$ cat config.mk
export PLATFORM = sky130hd
export DESIGN_NAME = elem_bcast_sel
export DESIGN_NICKNAME = d
export VERILOG_FILES = /design/src/rtl/ebs_pkg.sv /design/src/rtl/ebs_decode.sv /design/src/rtl/ebs_lane_mux.sv /design/src/rtl/ebs_pipe.sv /design/src/rtl/elem_bcast_sel.sv
export SDC_FILE = /design/constraint.sdc
export NUM_CORES = 1
export LEC_CHECK = 0
export CELL_PAD_IN_SITES_DETAIL_PLACEMENT = 1
export CELL_PAD_IN_SITES_GLOBAL_PLACEMENT = 1
export CORE_ASPECT_RATIO = 0.9
export CORE_UTILIZATION = 34
export CTS_CLUSTER_SIZE = 8
export DETAILED_ROUTE_END_ITERATION = 12
export GPL_TIMING_DRIVEN = 0
export PLACE_DENSITY = 0.85
export SLEW_MARGIN = 40
export SYNTH_ARGS = -nofsm -noshare
export SYNTH_HDL_FRONTEND = slang
export SYNTH_SLANG_ARGS = --single-unit
export TNS_END_PERCENT = 1
$ cat constraint.sdc
create_clock -name clk -period 2.2 [get_ports clk]
set_clock_uncertainty 0.1 [all_clocks]
set_input_delay 0.55 -clock clk [delete_from_list [all_inputs] [get_ports clk]]
set_output_delay 0.55 -clock clk [all_outputs]
set_load 0.05 [all_outputs]
$ cat src/rtl/ebs_pkg.sv
package ebs_pkg;

  // Mask of index bits that the code overrides. Zero means identity.
  // The highest set code bit above bit 0 gives the group size 2^b.
  function automatic logic [7:0] ebs_override_mask(input logic [8:0] code, input int code_w);
    logic [7:0] m;
    m = '0;
    for (int k = 1; k < code_w; k++) begin
      if (code[k]) m = 8'((1 << k) - 1);
    end
    return m;
  endfunction

  // Source lane for a given output lane, under the override mask and position.
  function automatic logic [7:0] ebs_source_lane(input logic [7:0] lane,
                                                 input logic [7:0] mask,
                                                 input logic [7:0] pos);
    return (lane & ~mask) | (pos & mask);
  endfunction

endpackage

$ cat src/rtl/ebs_decode.sv
module ebs_decode #(
  parameter int LANES  = 8,
  localparam int IDX_W  = $clog2(LANES),
  localparam int CODE_W = IDX_W + 1
) (
  input  logic [CODE_W-1:0] code,
  output logic [IDX_W-1:0]  ovr_mask,
  output logic [IDX_W-1:0]  ovr_pos
);
  import ebs_pkg::*;

  logic [7:0] mask_w;

  always_comb begin
    mask_w   = ebs_override_mask(9'(code), CODE_W);
    ovr_mask = mask_w[IDX_W-1:0];
    ovr_pos  = code[IDX_W-1:0] & ovr_mask;
  end
endmodule

$ cat src/rtl/ebs_lane_mux.sv
module ebs_lane_mux #(
  parameter int LANES  = 8,
  parameter int LANE_W = 16,
  localparam int IDX_W = $clog2(LANES)
) (
  input  logic [LANES-1:0][LANE_W-1:0] src,
  input  logic [IDX_W-1:0]             ovr_mask,
  input  logic [IDX_W-1:0]             ovr_pos,
  output logic [LANES-1:0][LANE_W-1:0] dst
);
  import ebs_pkg::*;

  for (genvar i = 0; i < LANES; i++) begin : g_lane
    logic [7:0]       idx_w;
    logic [IDX_W-1:0] idx;
    always_comb begin
      idx_w  = ebs_source_lane(8'(i), 8'(ovr_mask), 8'(ovr_pos));
      idx    = idx_w[IDX_W-1:0];
      dst[i] = src[idx];
    end
  end
endmodule

$ cat src/rtl/ebs_pipe.sv
module ebs_pipe #(
  parameter int WIDTH = 128
) (
  input  logic             clk,
  input  logic             rst,
  input  logic             d_valid,
  input  logic [WIDTH-1:0] d_data,
  output logic             q_valid,
  output logic [WIDTH-1:0] q_data
);
  always_ff @(posedge clk) begin
    if (rst) begin
      q_valid <= 1'b0;
      q_data  <= '0;
    end else begin
      q_valid <= d_valid;
      if (d_valid) q_data <= d_data;
    end
  end
endmodule

$ cat src/rtl/elem_bcast_sel.sv
module elem_bcast_sel #(
  parameter int LANES  = 8,
  parameter int LANE_W = 16,
  localparam int IDX_W  = $clog2(LANES),
  localparam int CODE_W = IDX_W + 1,
  localparam int VEC_W  = LANES * LANE_W
) (
  input  logic              clk,
  input  logic              rst,
  input  logic              in_valid,
  input  logic [VEC_W-1:0]  in_data,
  input  logic [CODE_W-1:0] in_code,
  output logic              out_valid,
  output logic [VEC_W-1:0]  out_data
);
  // Named internal events for the checker.
  logic [IDX_W-1:0]             dec_mask;
  logic [IDX_W-1:0]             dec_pos;
  logic                         dec_identity;
  logic [LANES-1:0][LANE_W-1:0] src_lanes;
  logic [LANES-1:0][LANE_W-1:0] sel_lanes;

  assign src_lanes    = in_data;
  assign dec_identity = (dec_mask == '0);

  ebs_decode #(.LANES(LANES)) u_decode (
    .code     (in_code),
    .ovr_mask (dec_mask),
    .ovr_pos  (dec_pos)
  );

  ebs_lane_mux #(.LANES(LANES), .LANE_W(LANE_W)) u_mux (
    .src      (src_lanes),
    .ovr_mask (dec_mask),
    .ovr_pos  (dec_pos),
    .dst      (sel_lanes)
  );

  ebs_pipe #(.WIDTH(VEC_W)) u_pipe (
    .clk     (clk),
    .rst     (rst),
    .d_valid (in_valid),
    .d_data  (VEC_W'(sel_lanes)),
    .q_valid (out_valid),
    .q_data  (out_data)
  );
endmodule

Word-level counts from Yosys, hierarchy flattened
Cells that the tools add are included.
{"block": "op_classes", "order_cmp": 8, "mux": 19, "bitwise_logic": 10}
{"op": "16-bit binary-select mux with 3-bit select", "count": 8}
{"op": "16-bit 2-to-1 mux", "count": 8}
{"op": "3-bit by 4-bit less-than comparator with 1-bit output (second input constant)", "count": 8}
{"op": "3-bit bitwise OR", "count": 4}
{"op": "3-bit bitwise AND", "count": 2}
{"op": "2-bit by 3-bit bitwise OR with 3-bit output", "count": 2}
{"op": "3-bit 2-to-1 mux", "count": 1}
{"op": "3-bit inverter", "count": 1}
{"op": "1-bit by 3-bit bitwise OR with 3-bit output", "count": 1}
{"op": "2-bit 2-to-1 mux", "count": 1}
{"op": "1-bit 2-to-1 mux", "count": 1}
{"block": "totals", "reg_bits": 129, "input_bits": 135, "output_inout_bits": 129, "wordCells": 39}

Depth between registers and ports, before layout
{"block": "logic_depth", "word_depth": 8, "ltp_mapped": 8, "ltp_nobuf": 5}

Hierarchy
Synthesis repeated with hierarchy kept, for this count alone.
{"block": "hier_totals", "cells_unflattened": 769, "area_unflattened_um2": 9786.9}
{"module": "ebs_lane_mux", "instances": 1, "cells_per_inst": 348, "area_per_inst_um2": 5076.1, "seq_area_each_um2": 0.0}
{"module": "ebs_pipe", "instances": 1, "cells_per_inst": 415, "area_per_inst_um2": 4667.0, "seq_area_each_um2": 2582.5}
{"module": "ebs_decode", "instances": 1, "cells_per_inst": 6, "area_per_inst_um2": 43.8, "seq_area_each_um2": 0.0}

Worst setup path after synthesis
OpenSTA, ideal clock, no wires.
{"block": "synth_timing", "path_kind": "in2reg", "startpoint": "in in_code[1]", "endpoint": "reg u_pipe.q_data[68]", "setup_ns": 0.124, "t_arrival_ns": 1.736, "required_ns": 1.976, "setup_slack_ns": 0.239, "stages": 6, "path_buffers": 2, "cell_sequence": "buf_4 > o31ai_4 > buf_2 > mux2_1 > a21oi_1 > o21ai_1"}
{"block": "synth_between", "elab_chain_cells": 8}
{"item": "start: declaration", "line": "elem_bcast_sel.sv:12", "text": "input logic [CODE_W-1:0] in_code,"}
{"item": "1-bit 2-to-1 mux", "line": "ebs_pkg.sv:9", "text": "if (code[k]) m = 8'((1 << k) - 1);"}
{"item": "2-bit 2-to-1 mux", "line": "ebs_pkg.sv:9"}
{"item": "3-bit 2-to-1 mux", "line": "ebs_pkg.sv:9"}
{"item": "3-bit bitwise AND", "line": "ebs_decode.sv:17", "text": "ovr_pos = code[IDX_W-1:0] & ovr_mask;"}
{"item": "3-bit bitwise AND (*)", "line": "ebs_pkg.sv:18", "text": "return (lane & ~mask) | (pos & mask);"}
{"item": "3-bit bitwise OR (*)", "line": "ebs_pkg.sv:18"}
{"item": "16-bit binary-select mux with 3-bit select (*)", "line": "ebs_lane_mux.sv:19", "text": "dst[i] = src[idx];"}
{"item": "16-bit 2-to-1 mux (implied by the code) (*)", "line": "ebs_lane_mux.sv:19"}
{"item": "end signal: assignment", "line": "ebs_pipe.sv:17", "text": "if (d_valid) q_data <= d_data;"}
{"item": "end: declaration", "line": "ebs_pipe.sv:9", "text": "output logic [WIDTH-1:0] q_data"}
Mark *: on every way between the ends. The rest lies on a longest branch, timed or not. The select of a mux whose other input is x is not followed.
A chain may end at the register's enable or synchronous reset.

Worst setup path in the final report
{"block": "layout_timing", "startpoint": "in in_code[0]", "endpoint": "reg u_pipe.q_data[84]"}
{"block": "layout_between", "elab_chain_cells": 5}
{"item": "3-bit bitwise AND", "line": "ebs_decode.sv:17"}
{"item": "3-bit bitwise AND", "line": "ebs_pkg.sv:18"}
{"item": "3-bit bitwise OR", "line": "ebs_pkg.sv:18"}
{"item": "16-bit binary-select mux with 3-bit select", "line": "ebs_lane_mux.sv:19"}
{"item": "16-bit 2-to-1 mux (implied by the code)", "line": "ebs_lane_mux.sv:19"}
Every way passes these cells. The select of a mux whose other input is x is not followed.

==> results.yml <==
yosys:
  synthesis.nets: 1150
  avgSynthCellArea_sq_um: 8.24
  postSynth.asyncResetShare_pct: 0
  synth_area_leader_cell: "sky130_fd_sc_hd__dfxtp_1"
  yosys-top-cells-area: "sky130_fd_sc_hd__dfxtp_1, sky130_fd_sc_hd__mux2i_1, sky130_fd_sc_hd__a21oi_1, sky130_fd_sc_hd__o21ai_1, sky130_fd_sc_hd__nand2_1"
  synth_most_common_cell: "sky130_fd_sc_hd__dfxtp_1"
  synth_commonest_cells: "sky130_fd_sc_hd__dfxtp_1, sky130_fd_sc_hd__a21oi_1, sky130_fd_sc_hd__nand2_1, sky130_fd_sc_hd__mux2i_1, sky130_fd_sc_hd__o21ai_1"
  synth_cells: 1015
  synthFlopType: "sky130_fd_sc_hd__dfxtp_1"
  synthDominantCellAreaShare_pct: 30.9
  post_synth_edffs: 0
  synth.yosys.seq_area_share_pct: 30.9
  post_synth_instance_area_sq_mm: 0.00837
  synth.lib_cells_used.distinct: 61
  yosysWarnings: 0
  postSynthRegisterBits: 129
finish:
  final_util_pct: 49.4
  area_delta_synth_final_pct: 42.8
  fin_nets: 1429
  area.sequential_sq_mm: 0.00258
  multi_input_comb_area_sq_mm: 0.00536
  post_route_cells_drive_above_1_share_pct: 11.5
  fillerInstances: 2923
sta:
  rsz0062_at_grt: "yes"
  final_setup_violation_count: 1
  post_route_clock_period_utilization_pct: 100
  hold-worst-slack_ps: 347
  drv_slew: 0
  tightestPinTransition_ps: 779
  timing.final.hold_violations: 0
  max_slew_margin_pct: 48.1
  fmax_mhz: 452
  period_minus_slack_ps: 2210
  post-route-worst-setup-slack_ps: -10.6
power:
  power_frac_clock_pct: 36.4
  leakagePower_nw: 5.06
  p_seq_share_pct: 31.5
  internal-power_mw: 5.27
  power_switching_share_pct: 37.4
  irDropWorstVdd_mv: 0.444
  power.net_switching_mw: 3.15
  combinationalPowerShare_pct: 32.1
  p_per_area_mw_per_mm2: 705
cts:
  post-cts-setup-buffer-count: 0
  postCtsHoldBufs: 0
  cts-root-buf: "sky130_fd_sc_hd__clkbuf_16"
  cts_sinks: 129
  cts.htree.levels: 4
  cts-buffers-inserted: 17
  tritoncts: "done"
  cts_max_path_buffers: 2
  latest_clock_arrival_within_the_worst_skew_pair_ps: 430
  cts.reportedPaths.clkPinSlew_ps: 60
  cts_repair_resize_count: 165
global_route:
  number_of_antenna_violations_at_the_first_check_in_global_routing: 1
  grt_pass1_wl_mm: 61.7
  grtUsageTotal_pct: 32.7
  via_count_of_the_first_global_routing_pass: 10300
  globalRoute.totalOverflow: 0
  grt_start_max_net_pins: 17
floorplan:
  dieArea_sq_mm: 0.0252
  die_height_microns: 151
  design.core.area_sq_mm: 0.0242
  floorplan.initialDensity_pct: 34.6
  io-pin-count: 264
  num_rows: 54
  dieWidth_microns: 167
placement:
  buffer_ports.inserted: 260
  place_congestion: 0.961
  place.detailed.hpwl_mm: 31.3
routing:
  viasPerCell: 6.19
  postRouteAntennaNets: 0
  drt-total-wl_mm: 42.3
  vias: 10000
  drt_pass1_iterations: 7
  route.detailed.drc: 0
  wl_per_cell_microns: 26.1
  drtIter0Drc: 1019
worst_setup_path:
  crit_fanout: 10
  cp.required_ps: 2390
  setup.worst_path.end_class: "flip-flop"
  crit_path_cell_trace: "buf_6, buf_6, buf_4, mux2i_1, mux2i_1, o21ai_1, a22oi_1"
  timing.critical_path.slowest_cell_delay_ps: 460
  timing.critical_path.slowest_stage_cell: "sky130_fd_sc_hd__o21ai_1"
  timing.critical_path.arrival_ps: 2400
  setup.worst_path.start_class: "input port"
  worst-setup-path-type: "input port to flip-flop"
run_status:
  violations: "negative setup slack"
  outcome: "finished with violations"
run:
  timing.max_cap.violations: 0
min_path:
  hp-class: "flip-flop to flip-flop"
==> state kept, by name, summed over array words and instances (netlist names) <==
name            count
u_pipe.q_data     128
u_pipe.q_valid      1
==> cells in the final DEF (no fill, tap or decap), types with 11 or more instances in the layout <==
| master | instances |
|---|---|
| sky130_fd_sc_hd__a211oi_1 | 12 |
| sky130_fd_sc_hd__a21o_1 | 11 |
| sky130_fd_sc_hd__a21oi_1 | 113 |
| sky130_fd_sc_hd__a22o_1 | 19 |
| sky130_fd_sc_hd__a22oi_1 | 20 |
| sky130_fd_sc_hd__and2_1 | 12 |
| sky130_fd_sc_hd__buf_2 | 26 |
| sky130_fd_sc_hd__buf_4 | 16 |
| sky130_fd_sc_hd__buf_6 | 12 |
| sky130_fd_sc_hd__clkbuf_1 | 23 |
| sky130_fd_sc_hd__clkbuf_16 | 17 |
| sky130_fd_sc_hd__clkbuf_2 | 12 |
| sky130_fd_sc_hd__clkdlybuf4s50_1 | 130 |
| sky130_fd_sc_hd__dfxtp_1 | 129 |
| sky130_fd_sc_hd__dlygate4sd2_1 | 130 |
| sky130_fd_sc_hd__mux2_1 | 15 |
| sky130_fd_sc_hd__mux2_2 | 13 |
| sky130_fd_sc_hd__mux2i_1 | 95 |
| sky130_fd_sc_hd__nand2_1 | 107 |
| sky130_fd_sc_hd__nor2_1 | 11 |
| sky130_fd_sc_hd__nor3b_1 | 22 |
| sky130_fd_sc_hd__o21a_1 | 31 |
| sky130_fd_sc_hd__o21ai_0 | 74 |
| sky130_fd_sc_hd__o21ai_1 | 85 |
| sky130_fd_sc_hd__or3_1 | 32 |
==> final timing paths <==
check                                  from                              to  slack, ps  depth (start not counted)
max                              in_code[0]  u_pipe.q_data[84]$_SDFFE_PP0P_        -10                          7
min reg2reg  u_pipe.q_data[35]$_SDFFE_PP0P_  u_pipe.q_data[35]$_SDFFE_PP0P_        350                          2
max reg2reg  u_pipe.q_data[29]$_SDFFE_PP0P_  u_pipe.q_data[29]$_SDFFE_PP0P_        740                          4
min          u_pipe.q_data[35]$_SDFFE_PP0P_  u_pipe.q_data[35]$_SDFFE_PP0P_        350                          2
==> metal layers <==
layer | up-vias | part of all wire (%) | track usage (%)
li1 | 4361 | - | -
met1 | 4910 | 42 | 41.5
met2 | 612 | 45 | 51.7
met3 | 121 | 8.9 | 6.87
met4 | 0 | 4.4 | 18.3
met5 | - | 0 | 0
==> area by class of cell <==
cell class	instances	area share, %
Inverter	2	0.0838
Sequential cell	129	21.6
Tap cell	308	3.23
Clock buffer	20	3.82
Timing Repair Buffer	260	20.4
Clock inverter	12	1.32
Multi-Input combinational cell	791	44.8
Antenna cell	2	0.0419
Buffer	93	4.61
==> through the flow <==
stage | cell area, sq um | TNS, ps | worst slack, ps | total power [mW] | instances
2_1_floorplan | 8370 | 0 | 239 | 4.31 | 1015
3_3_place_gp | 11400 | -80900 | -848 | 5.39 | 1583
4_1_cts | 11900 | 0 | 40.8 | 8.36 | 1615
6_report | 11900 | -10.6 | -10.6 | 8.42 | 1617
3_5_place_dp | 11400 | -84330 | -943 | 5.44 | 1583
5_1_grt | 11900 | -83.9 | -32.1 | 8.62 | 1615
==> critical path: cells and delay by family <==
kind                   cells  cell delay, ps
muxes                      2             550
buffers and inverters      3             650
AOI/OAI and AO/OA          2             630
==> logic make-up after synthesis <==
kind of cell	after synthesis	synth area share [%]
flops	129	30.9
mux	124	15.4
compound gates	443	33.3
fa+ha+maj	2	0.269
simple gates	222	13.8
buf+inv	95	6.34
==> power by group through the flow <==
stage                     clock [mW]  combinational, mW  sequential, mW
after global routing            3.15               2.80            2.67
after global placement             0               2.68            2.70
final                           3.06               2.70            2.65
after floorplan                    0              0.958            3.35
after detailed placement           0               2.73            2.71
after CTS                       3.05               2.65            2.65
Power figures use the tool's default switching activity.
